## src/rtl/fs_pkg.sv

```systemverilog
// Package: shared types for the fault supervisor.
// Assumes: fault code values are decoded by the gate controller.
package fs_pkg;

    typedef enum logic [1:0] {
        ST_RUN  = 2'd0,
        ST_LINE = 2'd1,
        ST_SOV  = 2'd2
    } fs_state_e;

    localparam logic [1:0] FC_NONE = 2'b00;
    localparam logic [1:0] FC_LINE = 2'b01;
    localparam logic [1:0] FC_SOV  = 2'b10;

    localparam int NUM_FLAGS = 4;
    localparam int IDX_UV  = 0;
    localparam int IDX_OV  = 1;
    localparam int IDX_SOV = 2;
    localparam int IDX_OC  = 3;

endpackage

```

## src/rtl/fs_deglitch.sv

```systemverilog
// Module: fs_deglitch
// Filters one raw comparator flag. The output takes a new value only after
// the input has differed from it for DGL consecutive clock cycles.
// Assumes: the raw input is already synchronised to clk; DGL >= 1.
module fs_deglitch #(
    parameter int DGL = 4
) (
    input  logic clk,
    input  logic rst_n,
    input  logic raw_i,
    output logic filt_o
);
    localparam int CW = $clog2(DGL + 1);

    logic [CW-1:0] cnt_q;

    // Count consecutive disagreeing samples and flip the output on the DGL-th.
    always_ff @(posedge clk) begin
        if (!rst_n) begin
            cnt_q  <= '0;
            filt_o <= 1'b0;
        end else if (raw_i == filt_o) begin
            cnt_q <= '0;
        end else if (cnt_q == CW'(DGL - 1)) begin
            cnt_q  <= '0;
            filt_o <= raw_i;
        end else begin
            cnt_q <= cnt_q + 1'b1;
        end
    end
endmodule

```

## src/rtl/fs_recovery_timer.sv

```systemverilog
// Module: fs_recovery_timer
// Holds the secondary-overvoltage check open for WIN_CYC edges after each
// restart. It is reloaded on every restart.
// Assumes: load_i is high on the edge that issues the restart.
module fs_recovery_timer #(
    parameter int WIN_CYC = 1000
) (
    input  logic clk,
    input  logic rst_n,
    input  logic load_i,
    output logic active_o
);
    localparam int TW = $clog2(WIN_CYC + 1);

    logic [TW-1:0] left_q;

    // Reload on restart, otherwise count down to zero.
    always_ff @(posedge clk) begin
        if (!rst_n) begin
            left_q <= '0;
        end else if (load_i) begin
            left_q <= TW'(WIN_CYC);
        end else if (left_q != '0) begin
            left_q <= left_q - 1'b1;
        end
    end

    assign active_o = (left_q != '0);
endmodule

```

## src/rtl/fs_fault_fsm.sv

```systemverilog
// Module: fs_fault_fsm
// Fault state machine. Line faults take priority over secondary overvoltage,
// and leaving either fault state issues a restart. Overcurrent only masks
// the gate for as long as it is present.
// Assumes: all flag inputs are already deglitched.
module fs_fault_fsm
    import fs_pkg::*;
(
    input  logic       clk,
    input  logic       rst_n,
    input  logic       line_bad_i,
    input  logic       sov_i,
    input  logic       sov_armed_i,
    input  logic       oc_i,
    output logic       restart_req_o,
    output logic       restart_o,
    output logic       gate_en_o,
    output logic [1:0] code_o
);
    fs_state_e state_q, state_d;

    // Next-state decision with line priority.
    always_comb begin
        state_d       = state_q;
        restart_req_o = 1'b0;
        unique case (state_q)
            ST_RUN: begin
                if (line_bad_i)                state_d = ST_LINE;
                else if (sov_i && sov_armed_i) state_d = ST_SOV;
            end
            ST_LINE: begin
                if (!line_bad_i) begin
                    state_d       = ST_RUN;
                    restart_req_o = 1'b1;
                end
            end
            ST_SOV: begin
                if (line_bad_i) begin
                    state_d = ST_LINE;
                end else if (!sov_i) begin
                    state_d       = ST_RUN;
                    restart_req_o = 1'b1;
                end
            end
            default: state_d = ST_RUN;
        endcase
    end

    // State and restart-pulse registers.
    always_ff @(posedge clk) begin
        if (!rst_n) begin
            state_q   <= ST_RUN;
            restart_o <= 1'b0;
        end else begin
            state_q   <= state_d;
            restart_o <= restart_req_o;
        end
    end

    // Output decode from the state register.
    always_comb begin
        unique case (state_q)
            ST_LINE: code_o = FC_LINE;
            ST_SOV:  code_o = FC_SOV;
            default: code_o = FC_NONE;
        endcase
        gate_en_o = (state_q == ST_RUN) && !oc_i;
    end
endmodule

```

## src/rtl/fault_supervisor.sv

```systemverilog
// Module: fault_supervisor (top)
// Deglitches the four comparator flags, arms the secondary check during
// startup or the recovery window, and drives the gate enable, fault code
// and auto-restart pulse.
// Assumes: raw flags are synchronous to clk.
module fault_supervisor
    import fs_pkg::*;
#(
    parameter int LINE_DGL    = 16,
    parameter int SOV_DGL     = 16,
    parameter int OC_DGL      = 4,
    parameter int RECOVER_CYC = 1000
) (
    input  logic       clk,
    input  logic       rst_n,
    input  logic       line_uv_i,
    input  logic       line_ov_i,
    input  logic       sec_ov_i,
    input  logic       over_cur_i,
    input  logic       startup_i,
    output logic       gate_en_o,
    output logic [1:0] fault_code_o,
    output logic       restart_o
);
    // Deglitch count for each flag index.
    function automatic int dgl_of(input int idx);
        if (idx == IDX_SOV) return SOV_DGL;
        if (idx == IDX_OC)  return OC_DGL;
        return LINE_DGL;
    endfunction

    logic [NUM_FLAGS-1:0] raw_flags;
    logic [NUM_FLAGS-1:0] flt_q;
    logic                 line_bad;
    logic                 sov_armed;
    logic                 win_active;
    logic                 restart_req;

    assign raw_flags = {over_cur_i, sec_ov_i, line_ov_i, line_uv_i};

    generate
        for (genvar g = 0; g < NUM_FLAGS; g++) begin : g_flt
            fs_deglitch #(.DGL(dgl_of(g))) u_dgl (
                .clk    (clk),
                .rst_n  (rst_n),
                .raw_i  (raw_flags[g]),
                .filt_o (flt_q[g])
            );
        end
    endgenerate

    assign line_bad  = flt_q[IDX_UV] | flt_q[IDX_OV];
    assign sov_armed = startup_i | win_active;

    fs_recovery_timer #(.WIN_CYC(RECOVER_CYC)) u_win (
        .clk      (clk),
        .rst_n    (rst_n),
        .load_i   (restart_req),
        .active_o (win_active)
    );

    fs_fault_fsm u_fsm (
        .clk           (clk),
        .rst_n         (rst_n),
        .line_bad_i    (line_bad),
        .sov_i         (flt_q[IDX_SOV]),
        .sov_armed_i   (sov_armed),
        .oc_i          (flt_q[IDX_OC]),
        .restart_req_o (restart_req),
        .restart_o     (restart_o),
        .gate_en_o     (gate_en_o),
        .code_o        (fault_code_o)
    );
endmodule

```

## config.mk

```make
export PLATFORM = sky130hd
export DESIGN_NAME = fault_supervisor
export DESIGN_NICKNAME = d
export VERILOG_FILES = /design/src/rtl/fs_pkg.sv /design/src/rtl/fs_deglitch.sv /design/src/rtl/fs_recovery_timer.sv /design/src/rtl/fs_fault_fsm.sv /design/src/rtl/fault_supervisor.sv
export SDC_FILE = /design/constraint.sdc
export NUM_CORES = 1
export LEC_CHECK = 0
export BUFFER_PORTS_ARGS = -buffer_cell sky130_fd_sc_hd__buf_2
export CORE_ASPECT_RATIO = 0.9
export CORE_MARGIN = 3
export CORE_UTILIZATION = 35
export DETAILED_ROUTE_END_ITERATION = 10
export PLACE_DENSITY = 0.51
export SYNTH_ARGS = -nofsm -noshare
export SYNTH_HDL_FRONTEND = slang
export SYNTH_SLANG_ARGS = --single-unit
```

## constraint.sdc

```tcl
create_clock -name clk -period 1.9 [get_ports clk]
set_input_delay 0.38 -clock clk [delete_from_list [all_inputs] [get_ports clk]]
set_output_delay 0.38 -clock clk [all_outputs]
set_load 0.02 [all_outputs]
```

-- Word level (Yosys, flattened, before mapping)
Cells that the tools add are included.
- register bits: 35
- word-level logic and storage cells: 66
- add/sub/neg operators: 5
- equal/unequal tests: 13
- muxes and demuxes: 13
- bitwise gates (word level): 7
- reduce and logical (&&, ||, !) cells: 16
- operators by type and width (operator ; number):
    2-to-1 mux 10 bit ; 2
    adder 5 x 1 -> 5 bit (second input constant) ; 3
    == test 5 x 4 -> 1 bit (second input constant) ; 3
    OR reduction 3 bit ; 4
    2-to-1 mux 2 bit ; 5
    nonzero test 10 bit ; 1
    subtractor 10 x 1 -> 10 bit (second input constant) ; 1
    AND reduction 2 bit ; 4
    one-hot mux 2 bit (3 select lines) ; 1
    NOT 1 bit ; 5
    == test 1 bit ; 4
    one-hot mux 2 bit (2 select lines) ; 1
    adder 3 x 1 -> 3 bit (second input constant) ; 1
    == test 3 x 2 -> 1 bit (second input constant) ; 1
    2-to-1 mux 1 bit ; 3
    inequality test 3 x 1 -> 1 bit (second input constant) ; 1
    inequality test 3 x 2 -> 1 bit (second input constant) ; 1
    AND reduction 3 bit ; 1
    == test 2 x 1 -> 1 bit (second input constant) ; 1
    == test 2 bit (second input constant) ; 1
    logical AND 1 bit ; 2
    logical NOT 2 bit ; 1
    inequality test 2 bit (second input constant) ; 1
    bitwise OR 1 bit ; 2
    4 further kinds ; 4

-- Depth between registers and ports, before layout
- word-level depth: 6
- mapped depth: 7
- depth with buffers taken out: 6

-- Cells and area by module
From an unflattened synthesis, not the netlist that was laid out.
- cell total of the unflattened synthesis: 174
- area, all modules: 1670.4 sq um
- by module, submodules not included (module ; times used ; cells each ; area an instance (sq um) ; sequential area each (sq um)):
    fs_deglitch at g_flt[0].u_dgl ... ; 3 ; 23 ; 236.5 ; 120.1
    fs_recovery_timer ; 1 ; 64 ; 544.3 ; 200.2
    fs_fault_fsm ; 1 ; 26 ; 240.2 ; 60.1
    fs_deglitch at g_flt[3].u_dgl ; 1 ; 13 ; 163.9 ; 80.1
    fault_supervisor ; 1 ; 2 ; 12.5 ; 0.0

-- Worst setup path before layout
Ideal clock, no wire load.
- kind: reg-to-reg
- start point: register u_win.left_q[0]
- end point: register u_win.left_q[6]
- library setup time: 0.141 ns
- arrival time: 1.504 ns
- required time: 1.759 ns
- slack: 0.255 ns
- cell stages (with the launch flop): 7
- clock period less this slack: 1.645 ns
- cells stage by stage: dfxtp_1 inv_1 ha_1 or3b_2 a211oi_1 xnor2_1 a21oi_1
- longest elaborated chain between the ends: 3
- elaborated cells on any way between the ends: 5
- ends and longest elaborated chain (item ; line ; text):
    start, declared ; fs_recovery_timer.sv:15 ; logic [TW-1:0] left_q;
    start signal, assigned ; fs_recovery_timer.sv:22 ; left_q <= TW'(WIN_CYC);
    start signal, assigned ; fs_recovery_timer.sv:24 ; left_q <= left_q - 1'b1;
    subtractor 10 x 1 -> 10 bit ; fs_recovery_timer.sv:24 ;
    2-to-1 mux 10 bit ; fs_recovery_timer.sv:23 ; end else if (left_q != '0) begin
    2-to-1 mux 10 bit ; fs_recovery_timer.sv:21 ; end else if (load_i) begin
Several ways; a longest one is shown, not always the timed one. The select of a mux whose other input is x is not followed.
A chain may end at the register's enable or synchronous reset.

-- Final worst setup path
- start point: register u_fsm.state_q[0]
- end point: output gate_en_o
- longest elaborated chain between the ends: 2
- ends and longest elaborated chain (item ; line ; text):
    start, declared ; fs_fault_fsm.sv:20 ; fs_state_e state_q, state_d;
    start signal, assigned ; fs_fault_fsm.sv:55 ; state_q <= state_d;
    logical NOT 2 bit ; fs_fault_fsm.sv:67 ; gate_en_o = (state_q == ST_RUN) && !oc_i;
    logical AND 1 bit ; fs_fault_fsm.sv:67 ;
    end, declared ; fault_supervisor.sv:21 ; output logic gate_en_o,
No other way between the ends.

==> flow_summary.ini <==
[status]
status = finished, final reports clean

[setup_path]
crit_path_cell_trace = inv_1 -> ha_1 -> nor2b_1 -> buf_2
critical-path-top-delay-family = flip-flops
worst_path_max_delay_cell = dfxtp_1
worstPathArrival_ns = 1.36
reg2reg_from = u_win.left_q[0]
cp_max_fo = 6
slowest_delay_ns = 0.38
path_class = reg2out
cp-end-kind = primary output
critPathBufInv = 2
worstSetupStartpoint = u_fsm.state_q[0]
required_ns = 1.52
crit_path_start_kind = flip-flop

[finish]
layout_common_cells = 35 x dfxtp_1, 33 x nor2_1, 15 x ha_1, 13 x inv_1
fillCellCount = 446
final_cells = 250
area_growth_syn_to_layout_pct = 13.3
drive_above_1_share_pct = 12.1
design_area_sq_mm = 0.00181
fin_util_pct = 42.8
layout.nets = 212
n_antenna_cell = 0
layout_commonest_cell = dfxtp_1

[floorplanning]
initial_core_util_pct = 37.8
coreArea_sq_mm = 0.00424
die-area_sq_mm = 0.00542
fp.dieH_microns = 70.2
num_rows = 22
die_width_microns = 77.3
io_pins = 11

[yosys]
synth_edf_count = 0
syn_inst = 173
synth-seq-area-share_pct = 43.8
ys_types = 35
synth_area_sq_mm = 0.00160
yosys_warnings = 0
synth-seq-cells = 35
synth_top_area_cell = dfxtp_1
avgSynthCellArea_sq_um = 9.26
synth_top_area_share_pct = 43.8
ys_top_cells_by_area = dfxtp_1 44%, ha_1 12%, nor2_1 7.7%
ys.flop_type = dfxtp_1
synthesis.nets = 195
async_reset_ff_share_pct = 0

[timing]
rsz0062_at_grt = yes
slew_violations = 0
finClkSkew_ns = 0.00667
relSlewSlack_pct = 67.7
max_freq_mhz = 576
setup_viol_count_final = 0
worst_slew_pin_slew_ns = 0.483
period_share_pct = 91.4
hold_violations = 0
period_minus_slack_ns = 1.74

[clocking]
cts_tree = yes
clock_latency_ns = 0.28
cts_root_buf = clkbuf_8
cts_inserted_buffers = 5
cts_sinks = 35
cts_buffer_depth = 2
cts_setup_buffers = 0
clkTransAtPathRegs_ns = 0.07
htree_levels = 2

[global_route]
grt_pass1_wl_mm = 4.66
antenna_found_initial = 0
top_usage_layer = met2
grt_max_degree = 17
met3_usage_pct = 4.51
grt.overflow.total = 0
gr-usage-met1_pct = 13.5
grt_util_met2_pct = 15.7
grt_pass1_vias = 1076
gr-usage-all-layers_pct = 10.8

[pwr]
p_leak_uw = 0.000732
powerDensity_mw_per_mm2 = 1220
peakVddDrop_mv = 0.500

[routing]
wl_per_cell_microns = 10.7
remaining_drc_errors = 0
viasPerCell = 4.77
routed_wl_mm = 2.68
vias = 1192
ant_nets = 0
drt_iter0_drc = 39
dr.pass1.iters = 4

[place]
place.gp.congestion = 0.797
dpl_cell_area_sq_mm = 0.00173
io_buffers = 10
dp.cells = 243
dp_hpwl_mm = 2.04

[job]
maxCapViolations = 0

[hold_path]
holdCritPathClass = in2reg
min_from = over_cur_i
## sequential cells by signal, summed over array words and instances, names as in the netlist
| signal | flops |
|---|---|
| u_fsm.state_q | 2 |
| u_fsm.restart_o | 1 |
| g_flt.u_dgl.cnt_q | 18 |
| u_win.left_q | 10 |
| g_flt.u_dgl.filt_o | 4 |
## timing repair
action | 4_1_cts | 5_1_grt
hold buffers | 0 | 0
gates resized for setup | 0 | 0
endpoints found under the hold margin | 0 | 0
setup endpoints to repair | 0 | 1
## path summary, 6_finish.rpt
path | depth (start not counted) | slack [ns] | to
setup / recovery | 4 | 0.16 | gate_en_o
hold / removal | 3 | 0.36 | g_flt[3].u_dgl.filt_o
setup reg to reg | 6 | 0.17 | u_win.left_q[6]
hold reg to reg | 1 | 0.42 | g_flt[3].u_dgl.cnt_q[0]
## through the flow
stage / worst slack [ns] / setup TNS (ns) / power, uW / hold WS, ns
finish: 0.162 / 0 / 2210 / 0.360
global route: -0.0435 / -0.0435 / 2390 / 0.372
CTS: 0.148 / 0 / 2240 / 0.351
detailed placement: 0.158 / 0 / 1700 / 0.424
global placement: 0.192 / 0 / 1680 / 0.411
floorplan: 0.255 / 0 / 1560 / 0.399
## synth_stat cells (all sizes together) (3+ instances only)
library cell  instances
nor4                  3
nor3                  3
dfxtp                35
a211oi                3
nand2                 6
a31oi                 3
a21oi                 6
and3                  3
nor2                 33
inv                  13
mux2i                 4
nand3                 5
ha                   15
xor2                  3
o21ai                 4
xnor2                10
or3                   5
## worst reg2reg max path, delay by kind of cell, from the launching register on
kind	cells	cell delay (ns)
buffers and inverters	1	0.10
adder cells (fa/ha/maj)	1	0.17
AO/OA/AOI/OAI	2	0.35
flip-flops	1	0.35
AND/OR/NAND/NOR	1	0.49
XOR/XNOR	1	0.15
## final cells by class
type	instances	area (sq um)	area share [%]
clock buffers	6	82.6	4.55
clock inverters	1	5.00	0.276
inverters	13	48.8	2.69
multi-input cells	123	837	46.1
flip-flops and latches	35	701	38.6
well taps	60	75.1	4.14
repair buffers	12	65.1	3.59
## cell families (layout without fill, tap and decap cells)
group	count (synthesis)	after routing	share of synthesized area (%)
adder cells (fa/ha/maj)	15	15	11.7
multiplexers	4	4	2.50
buffers and inverters	15	32	3.98
AO/OA/AOI/OAI	24	24	9.77
AND/OR/NAND/NOR	67	67	21.2
flip-flops	35	35	43.7
XOR/XNOR	13	13	7.11
## power breakdown
part           leakage, uW  total, uW  switching [uW]  internal (uW)
logic             0.000400        702             359            343
clock network    0.0000470        527             243            284
registers         0.000285        977             135            842
total             0.000732       2210             737           1470
## per-layer routing
layer	share of wire (%)	routed length, microns
met1	49	1310
met5	0	0
met2	43	1160
met3	5.8	154
met4	2.0	54
Note: power is estimated with default switching activity, not from simulation.
